`src/rtl/pe_pkg.sv`:
```
// Package: shared widths and the even-parity helper for the parity error reporter.
// Assumes: one parity bit per 8-bit byte.
package pe_pkg;
    localparam int LVL_W = 3;

    // Returns 1 when a byte and its parity bit do not form even parity.
    function automatic logic byte_bad(input logic [7:0] b, input logic p);
        return (^b) ^ p;
    endfunction
endpackage

```
`src/rtl/pe_byte_check.sv`:
```
// Module: pe_byte_check
// Checks even parity per byte and masks the result with the byte enables.
// Combinational. Assumes DATA_W is a multiple of 8.
module pe_byte_check #(
    parameter int DATA_W = 32,
    localparam int NB = DATA_W / 8
) (
    input  logic [DATA_W-1:0] data,
    input  logic [NB-1:0]     par,
    input  logic [NB-1:0]     be,
    output logic [NB-1:0]     bad,
    output logic              any_bad
);
    for (genvar i = 0; i < NB; i++) begin : g_byte
        // Flags one enabled byte whose parity does not match.
        always_comb bad[i] = be[i] & pe_pkg::byte_bad(data[8*i +: 8], par[i]);
    end

    // Combines the per-byte flags into one error flag.
    always_comb any_bad = |bad;
endmodule

```
`src/rtl/pe_resp.sv`:
```
// Module: pe_resp
// Registers the termination of each read. A normal termination is given unless
// an external slave read failed parity, which gets a bus error instead.
// Assumes at most one read per cycle.
module pe_resp (
    input  logic clk,
    input  logic rst_n,
    input  logic rd_valid,
    input  logic rd_ext,
    input  logic par_err,
    output logic term_ok,
    output logic bus_err
);
    // Chooses the response one cycle after the read.
    always_ff @(posedge clk) begin
        if (!rst_n) begin
            term_ok <= 1'b0;
            bus_err <= 1'b0;
        end else begin
            term_ok <= rd_valid & ~(rd_ext & par_err);
            bus_err <= rd_valid & rd_ext & par_err;
        end
    end

    AST_ONE_RESP: assert property (@(posedge clk) disable iff (!rst_n)
        $onehot0({term_ok, bus_err}));
    AST_RESP_AFTER_READ: assert property (@(posedge clk) disable iff (!rst_n)
        rd_valid |=> (term_ok || bus_err));
    AST_BERR_EXT_ONLY: assert property (@(posedge clk) disable iff (!rst_n)
        bus_err |-> $past(rd_valid && rd_ext));
    AST_LOCAL_OK: assert property (@(posedge clk) disable iff (!rst_n)
        (rd_valid && !rd_ext) |=> term_ok);
endmodule

```
`src/rtl/pe_capture.sv`:
```
// Module: pe_capture
// Holds the address of the first parity error, a sticky overflow flag and the
// local-interrupt pending state. A status clear in the same cycle as a new
// error leaves that error captured as a fresh first error.
module pe_capture #(
    parameter int ADDR_W = 32
) (
    input  logic              clk,
    input  logic              rst_n,
    input  logic              rd_valid,
    input  logic              rd_ext,
    input  logic [ADDR_W-1:0] rd_addr,
    input  logic              par_err,
    input  logic              sts_clr,
    output logic              err_valid,
    output logic              err_ovf,
    output logic [ADDR_W-1:0] err_addr,
    output logic              loc_pend
);
    logic hit;

    // Marks a read that failed parity.
    always_comb hit = rd_valid & par_err;

    // Updates the captured address, the status flags and the pending state.
    always_ff @(posedge clk) begin
        if (!rst_n) begin
            err_valid <= 1'b0;
            err_ovf   <= 1'b0;
            err_addr  <= '0;
            loc_pend  <= 1'b0;
        end else if (sts_clr) begin
            err_valid <= hit;
            err_ovf   <= 1'b0;
            loc_pend  <= hit & ~rd_ext;
            if (hit) err_addr <= rd_addr;
        end else if (hit) begin
            if (!err_valid) begin
                err_valid <= 1'b1;
                err_addr  <= rd_addr;
            end else begin
                err_ovf <= 1'b1;
            end
            if (!rd_ext) loc_pend <= 1'b1;
        end
    end

    AST_ADDR_HELD: assert property (@(posedge clk) disable iff (!rst_n)
        ($past(err_valid) && !$past(sts_clr)) |-> $stable(err_addr));
    AST_OVF_NEEDS_VALID: assert property (@(posedge clk) disable iff (!rst_n)
        err_ovf |-> err_valid);
    AST_CLR_EMPTIES: assert property (@(posedge clk) disable iff (!rst_n)
        (sts_clr && !rd_valid) |=> (!err_valid && !err_ovf && !loc_pend));
endmodule

```
`src/rtl/pe_irq.sv`:
```
// Module: pe_irq
// Holds the software-set interrupt level and drives the request from the
// pending state. A level of 0 masks the request.
module pe_irq (
    input  logic                    clk,
    input  logic                    rst_n,
    input  logic                    cfg_lvl_we,
    input  logic [pe_pkg::LVL_W-1:0] cfg_lvl,
    input  logic                    loc_pend,
    output logic                    irq_req,
    output logic [pe_pkg::LVL_W-1:0] irq_lvl
);
    logic [pe_pkg::LVL_W-1:0] lvl_q;

    // Stores the programmed interrupt level.
    always_ff @(posedge clk) begin
        if (!rst_n)          lvl_q <= '0;
        else if (cfg_lvl_we) lvl_q <= cfg_lvl;
    end

    // Raises the request at the stored level while an error is pending.
    always_comb begin
        irq_req = loc_pend & (lvl_q != '0);
        irq_lvl = irq_req ? lvl_q : '0;
    end

    AST_IRQ_NEEDS_PEND: assert property (@(posedge clk) disable iff (!rst_n)
        irq_req |-> loc_pend);
    AST_IDLE_LVL_ZERO: assert property (@(posedge clk) disable iff (!rst_n)
        !irq_req |-> (irq_lvl == '0));
endmodule

```
`src/rtl/pe_report_unit.sv`:
```
// Module: pe_report_unit (top)
// Checks byte parity on every read and reports errors by the origin of the
// access: a bus error for external slave reads, and a normal termination plus
// an interrupt for local reads. Captures the first failing address.
// Assumes one read per cycle and even parity, one bit per byte.
module pe_report_unit #(
    parameter int DATA_W = 32,
    parameter int ADDR_W = 32,
    localparam int NB = DATA_W / 8
) (
    input  logic                     clk,
    input  logic                     rst_n,
    input  logic                     rd_valid,
    input  logic                     rd_ext,
    input  logic [ADDR_W-1:0]        rd_addr,
    input  logic [NB-1:0]            rd_be,
    input  logic [DATA_W-1:0]        rd_data,
    input  logic [NB-1:0]            rd_par,
    input  logic                     cfg_lvl_we,
    input  logic [pe_pkg::LVL_W-1:0] cfg_lvl,
    input  logic                     sts_clr,
    output logic                     term_ok,
    output logic                     bus_err,
    output logic                     irq_req,
    output logic [pe_pkg::LVL_W-1:0] irq_lvl,
    output logic                     err_valid,
    output logic                     err_ovf,
    output logic [ADDR_W-1:0]        err_addr
);
    logic [NB-1:0] bad_bytes;
    logic          par_err;
    logic          loc_pend;

    pe_byte_check #(.DATA_W(DATA_W)) u_chk (
        .data(rd_data), .par(rd_par), .be(rd_be),
        .bad(bad_bytes), .any_bad(par_err)
    );

    pe_resp u_resp (
        .clk(clk), .rst_n(rst_n), .rd_valid(rd_valid), .rd_ext(rd_ext),
        .par_err(par_err), .term_ok(term_ok), .bus_err(bus_err)
    );

    pe_capture #(.ADDR_W(ADDR_W)) u_cap (
        .clk(clk), .rst_n(rst_n), .rd_valid(rd_valid), .rd_ext(rd_ext),
        .rd_addr(rd_addr), .par_err(par_err), .sts_clr(sts_clr),
        .err_valid(err_valid), .err_ovf(err_ovf), .err_addr(err_addr),
        .loc_pend(loc_pend)
    );

    pe_irq u_irq (
        .clk(clk), .rst_n(rst_n), .cfg_lvl_we(cfg_lvl_we), .cfg_lvl(cfg_lvl),
        .loc_pend(loc_pend), .irq_req(irq_req), .irq_lvl(irq_lvl)
    );

    AST_DISABLED_IGNORED: assert property (@(posedge clk) disable iff (!rst_n)
        (rd_valid && rd_ext && ((rd_be & (rd_par ^ {
            ^rd_data[31:24], ^rd_data[23:16], ^rd_data[15:8], ^rd_data[7:0]})) == '0))
        |=> !bus_err);
endmodule

```
`config.mk`:
```
export PLATFORM = sky130hd
export DESIGN_NAME = pe_report_unit
export DESIGN_NICKNAME = d
export VERILOG_FILES = /design/src/rtl/pe_pkg.sv /design/src/rtl/pe_byte_check.sv /design/src/rtl/pe_resp.sv /design/src/rtl/pe_capture.sv /design/src/rtl/pe_irq.sv /design/src/rtl/pe_report_unit.sv
export SDC_FILE = /design/constraint.sdc
export NUM_CORES = 1
export LEC_CHECK = 0
export ABC_AREA = 1
export BUFFER_PORTS_ARGS = -buffer_cell sky130_fd_sc_hd__buf_2
export CORE_ASPECT_RATIO = 1.1
export CORE_MARGIN = 2
export CORE_UTILIZATION = 40
export DETAILED_ROUTE_END_ITERATION = 7
export PLACE_DENSITY = 0.75
export SLEW_MARGIN = 20
export SYNTH_ARGS = -nofsm -noshare
export SYNTH_HDL_FRONTEND = slang
export SYNTH_SLANG_ARGS = --single-unit
```
`constraint.sdc`:
```
create_clock -name clk -period 1.43 [get_ports clk]
set_clock_uncertainty 0.1 [all_clocks]
set_input_delay 0.286 -clock clk [delete_from_list [all_inputs] [get_ports clk]]
set_output_delay 0.286 -clock clk [all_outputs]
set_load 0.02 [all_outputs]
```
==> Yosys cells after proc, flatten, opt, wreduce, memory -nomap -nowiden <==
Cells that the tools add are included.
{ "totals": {"ff_bits": 40, "out_inout_bits": 40, "wordCells": 48, "ram_bits": 0, "latchBits": 0, "mem_bits_ro": 0, "inputBits": 81, "n_memories": 0} }
{ "classes": {"bitwise": 18, "div_mod_pow": 0, "n_shift": 0, "add_sub_neg": 0, "n_eq_ne": 2, "n_lt_le_gt_ge": 0, "n_mux": 10, "multipliers": 0, "n_reduce_logical": 11} }
{ "op_table": {"columns": ["op", "n"], "rows": [
  ["32-bit two-way mux", 4],
  ["8-bit parity", 4],
  ["1-bit AND", 11],
  ["2-bit AND reduction", 3],
  ["1-bit two-way mux", 5],
  ["4-bit OR reduction", 1],
  ["1-bit bitwise XOR", 4],
  ["3-bit two-way mux", 1],
  ["1-bit NOT", 3],
  ["3-bit nonzero test", 1],
  ["2-bit by 1-bit inequality test with 1-bit output (second input constant)", 1],
  ["2-bit inequality test (second input constant)", 1],
  ["2-bit nonzero test", 1],
  ["2-bit OR reduction", 1]
]} }

==> Depth between registers and ports, before layout <==
{ "depth": {"depth_word": 7, "mapped_depth": 17, "ltp_nobuf": 16} }

==> Cells and area by module <==
A second synthesis with hierarchy kept.
{ "hier_totals": {"hier_cells": 373, "hier_area_um2": 2472.4} }
{ "by_module_without_submodules": {"columns": ["mod", "cells_each", "seq_area_each_um2", "n_inst", "area_per_inst_um2"], "rows": [
  ["pe_capture", 226, 700.7, 1, 1689.1],
  ["pe_byte_check", 116, 0.0, 1, 574.3],
  ["pe_irq", 24, 60.1, 1, 147.6],
  ["pe_resp", 7, 40.0, 1, 61.3]
]} }

==> Least setup slack after synthesis <==
No wires, ideal clock.
{ "synth_path": {"path_kind": "input-to-reg", "startpoint": "in rd_data[23]", "endpoint": "reg u_cap.err_addr[25]", "n_path_buf": 2, "arrival_ns": 1.342, "setup_time_ns": 0.110, "path_stages": 17, "setup_slack_ns": -0.122, "t_required_ns": 1.220, "cell_sequence": "inv_1 > nand2_1 > nand2_1 > nand2_1 > nand2_1 > nand2_1 > nand2_1 > nand2_1 > nand3_1 > nand2_1 > inv_1 > nand2_2 > buf_6 > buf_8 > nand4_1 > nand2_1 > nor2_2"} }
{ "synth_via": {"elab_chain_len": 6} }
{ "synth_rtl": {"columns": ["element", "line", "text"], "rows": [
  ["start: declaration", "pe_report_unit.sv:17", "input logic [DATA_W-1:0] rd_data,"],
  ["8-bit parity", "pe_pkg.sv:8", "return (^b) ^ p;"],
  ["1-bit bitwise XOR", "pe_pkg.sv:8", null],
  ["1-bit AND", "pe_byte_check.sv:16", "always_comb bad[i] = be[i] & pe_pkg::byte_bad(data[8*i +: 8], par[i]);"],
  ["4-bit OR reduction", "pe_byte_check.sv:20", "always_comb any_bad = |bad;"],
  ["1-bit AND", "pe_capture.sv:23", "always_comb hit = rd_valid & par_err;"],
  ["2-bit AND reduction (no line)", null, null],
  ["end signal: assignment", "pe_capture.sv:36", "if (hit) err_addr <= rd_addr;"],
  ["end signal: assignment", "pe_capture.sv:40", "err_addr <= rd_addr;"],
  ["end: declaration", "pe_capture.sv:17", "output logic [ADDR_W-1:0] err_addr,"]
]} }
Every way passes these cells.
A chain may end at the register's enable or synchronous reset.

==> Worst setup path in the final report <==
{ "layout_path": {"startpoint": "in rd_data[20]", "endpoint": "reg u_cap.err_addr[13]"} }
Same word-level chain as after synthesis.

==> reports/qor.txt <==
Worst R2R End -> u_cap.err_addr[30]
placed wire-length estimate -> 5.03 mm
CP endpoint -> u_cap.err_addr[13]
GRT Total Usage -> 17.5%
unrepaired setup endpoints after global routing -> yes
first-iteration detailed-routing DRC count -> 119
worst r2r src -> u_cap.err_valid
Routed Antenna Nets -> 0
post-route cell area -> 3940 um2
width of the die -> 81.7 um
Hold Vio Cnt, Final -> 0
hold_ws -> 0.0951 ns
total core area -> 6520 um2
Num CTS Buffers -> 5
Final Cycle Share -> 107%
pins over their slew limit -> 0
Tot Pwr -> 0.00384 W
Post-Synthesis Cells -> 445
placed cell area -> 3430 um2
failing checks -> setup timing
Worst Path Required -> 1.57 ns
area grow syn2layout -> 48.0%
Routed wire per std cell -> 10.9 um
Worst Reg-to-Reg Cells -> 5
Worst Tran Pin Value -> 0.267 ns
Worst Setup Slack post-DPL -> -0.412 ns
Pleak -> 2.36 nW
router iterations before antenna repair -> 4
# hold bufs at CTS -> 0
clk slew on worst S/H paths -> 0.08 ns
TritonCTS Sinks -> 40
GPL Wtd Cong -> 0.765
fmax -> 656 MHz
Startpoint Class -> input pin
sequential share of the synthesized area -> 30.1%
power per cell area -> 976 nW/um2
reg2reg setup slack -> 0.15 ns
maximum VDD drop -> 0.554 mV
final setup vio count -> 34
Synth cell types -> 24
Synth Net Count -> 526
initial antenna violation count -> 0
Post-Synthesis Cell Area -> 2660 um2
port buffer count -> 120
CTS tree -> yes
Final #Nets -> 650
status -> finished with violations
Synth Register Bits -> 40
Die Ht -> 89.5 um
Post-Route WL -> 7.09 mm
fin worst setup slack -> -0.0933 ns
Max Cap Viol -> 0
min cycle time layout -> 1.52 ns
Fillers -> 601
ANT cells -> 0
grt total ovfl -> 0
Avg Inst Size Synth -> 5.97 um2
CP Class -> in -> reg
row cnt -> 31
CP startpoint -> rd_data[20]
first-pass GRT wire length -> 10.2 mm
synth top area cells -> dfxtp_1, nand2_1, inv_1
Worst Hold Class -> in -> reg
Setup crit end kind -> register
vias per cell -> 4.56
Ys Warns -> 0
share of layout cells above drive strength 1 -> 47.4%
Clk Latency, worst-skew pair -> 0.30 ns
die area -> 7320 um2
Root Driver -> clkbuf_8
IO Count -> 121
largest net degree at the start of global routing -> 31
leading area contributor after synthesis -> dfxtp_1
vias in the first global route -> 2,575
Initial Util -> 40.8%
Post-route DRC -> 0
Yosys top cell area share -> 30.1%
via count -> 2,974
CP Max Fanout -> 7
maximum root-to-sink buffer count -> 2
crit path DAT -> 1.67 ns
H-Tree Depth -> 2
Rel. slew slack -> 82.2%
-- state kept, by name, indices dropped and copies added (netlist names) --
register,cells
u_cap.err_addr,32
u_irq.lvl_q,3
u_cap.err_ovf,1
u_cap.err_valid,1
u_cap.loc_pend,1
u_resp.bus_err,1
u_resp.term_ok,1
-- report_power, final --
group,total [W],internal (W),switching [W]
combinational,0.00153,0.000631,0.000896
sequential,0.00132,0.00125,0.0000725
clock,0.000996,0.000571,0.000425
-- logic make-up after synthesis --
kind of cell              Yosys count  share of synthesized area (%)
buffers and inverters             152                           24.4
DFF                                40                           30.1
and+or+nand+nor                   232                           39.7
AOI/OAI and AO/OA                  10                           2.16
xor gates and xnor gates           11                           3.62
-- layout by cell type (no fill, tap or decap) --
cell and count:
buf_2 102, inv_1 101, nand2_1 88, nand2_2 39, dfxtp_1 36, nand4_1 32, inv_2 27, nor2_2 21
nor2_1 19, buf_6 14, nand2_4 13, buf_4 13, nand3_1 10, nand3_2 6, clkbuf_8 6, buf_12 5
inv_4 4, a21oi_1 4, dfxtp_2 4, xor2_1 3, xnor2_1 3, o21ai_0 3, inv_8 2, xor2_2 2
xnor2_2 2, a21oi_2 2, nand3b_1 1, xnor2_4 1, nor2_4 1, o21ai_2 1, nand3_4 1, nand3b_2 1
clkinv_4 1, bufinv_16 1, clkbuf_16 1
-- worst min path at each step --
| stage | from | end | slack, ns | depth (start not counted) |
|---|---|---|---|---|
| 2_1_floorplan | rd_ext | u_resp.term_ok | 0.28 | 1 |
| 3_3_place_gp | u_cap.err_ovf | u_cap.err_ovf | 0.34 | 2 |
| 3_5_place_dp | u_cap.err_ovf | u_cap.err_ovf | 0.36 | 2 |
| 4_1_cts | rd_ext | u_resp.term_ok | 0.08 | 2 |
| 5_1_grt | rd_ext | u_resp.term_ok | 0.12 | 2 |
| 6_report | rd_ext | u_resp.term_ok | 0.1 | 2 |
-- cell usage after synthesis --
cell type  instances
a21oi_1            4
dfxtp_1           40
xor2_1             5
a21oi_2            2
nand3_1           15
buf_2              5
buf_8              3
buf_1              1
clkbuf_1           3
nor2_1            24
xnor2_1            6
inv_2              2
nand2_2            5
nand3b_1           1
nand4_1           32
nand3b_2           1
nand3_2            1
buf_4              2
buf_6              4
nand3_4            1
nor2_2            17
nand2_1          135
o21ai_0            4
inv_1            132
-- metrics by stage --
stage          util [%]  setup TNS (ns)  instances
6_report           60.4           -1.95        652
5_1_grt            60.4           -5.94        652
4_1_cts            55.9          -0.513        649
3_5_place_dp       52.6          -13.91        641
3_3_place_gp       52.6          -12.32        641
2_1_floorplan         -           -2.49        445
-- critical path, stage by stage --
cell       delay (ns)
buf_2            0.13
nand2_2          0.07
inv_2            0.04
nor2_1           0.09
nand2_1          0.08
nand2_2          0.06
inv_1            0.03
nand2_1          0.05
nand3_1          0.07
nand2_1          0.09
inv_2            0.05
nand2_4          0.08
nand3_4          0.14
clkbuf_16        0.23
nand2_4          0.07
inv_2            0.03
nor2_2           0.06
-- final cells by class --
class / instances / area [um2] / area share (%)
repair buffers: 135 / 891 / 22.6
inverters: 134 / 528 / 13.4
clock buffers: 6 / 82.6 / 2.10
clock inverters: 2 / 38.8 / 0.985
well taps: 82 / 103 / 2.61
multi-input cells: 253 / 1490 / 37.8
flip-flops and latches: 40 / 806 / 20.5
-- routing by layer --
metal  track usage [%]  wire [um]  up-vias
met1              18.3       2770     1342
met4              5.61        116        0
met2              34.6       3820       90
li1                  -          -     1532
met3              3.43        379       10
met5                 0          0        -
-- timing repair --
item	CTS	global route
endpoints found under the setup margin	34	39
gates cloned	0	1
resized for setup	31	94
pin swaps	3	22
setup buffers	0	2
(Power assumes the default switching activity.)
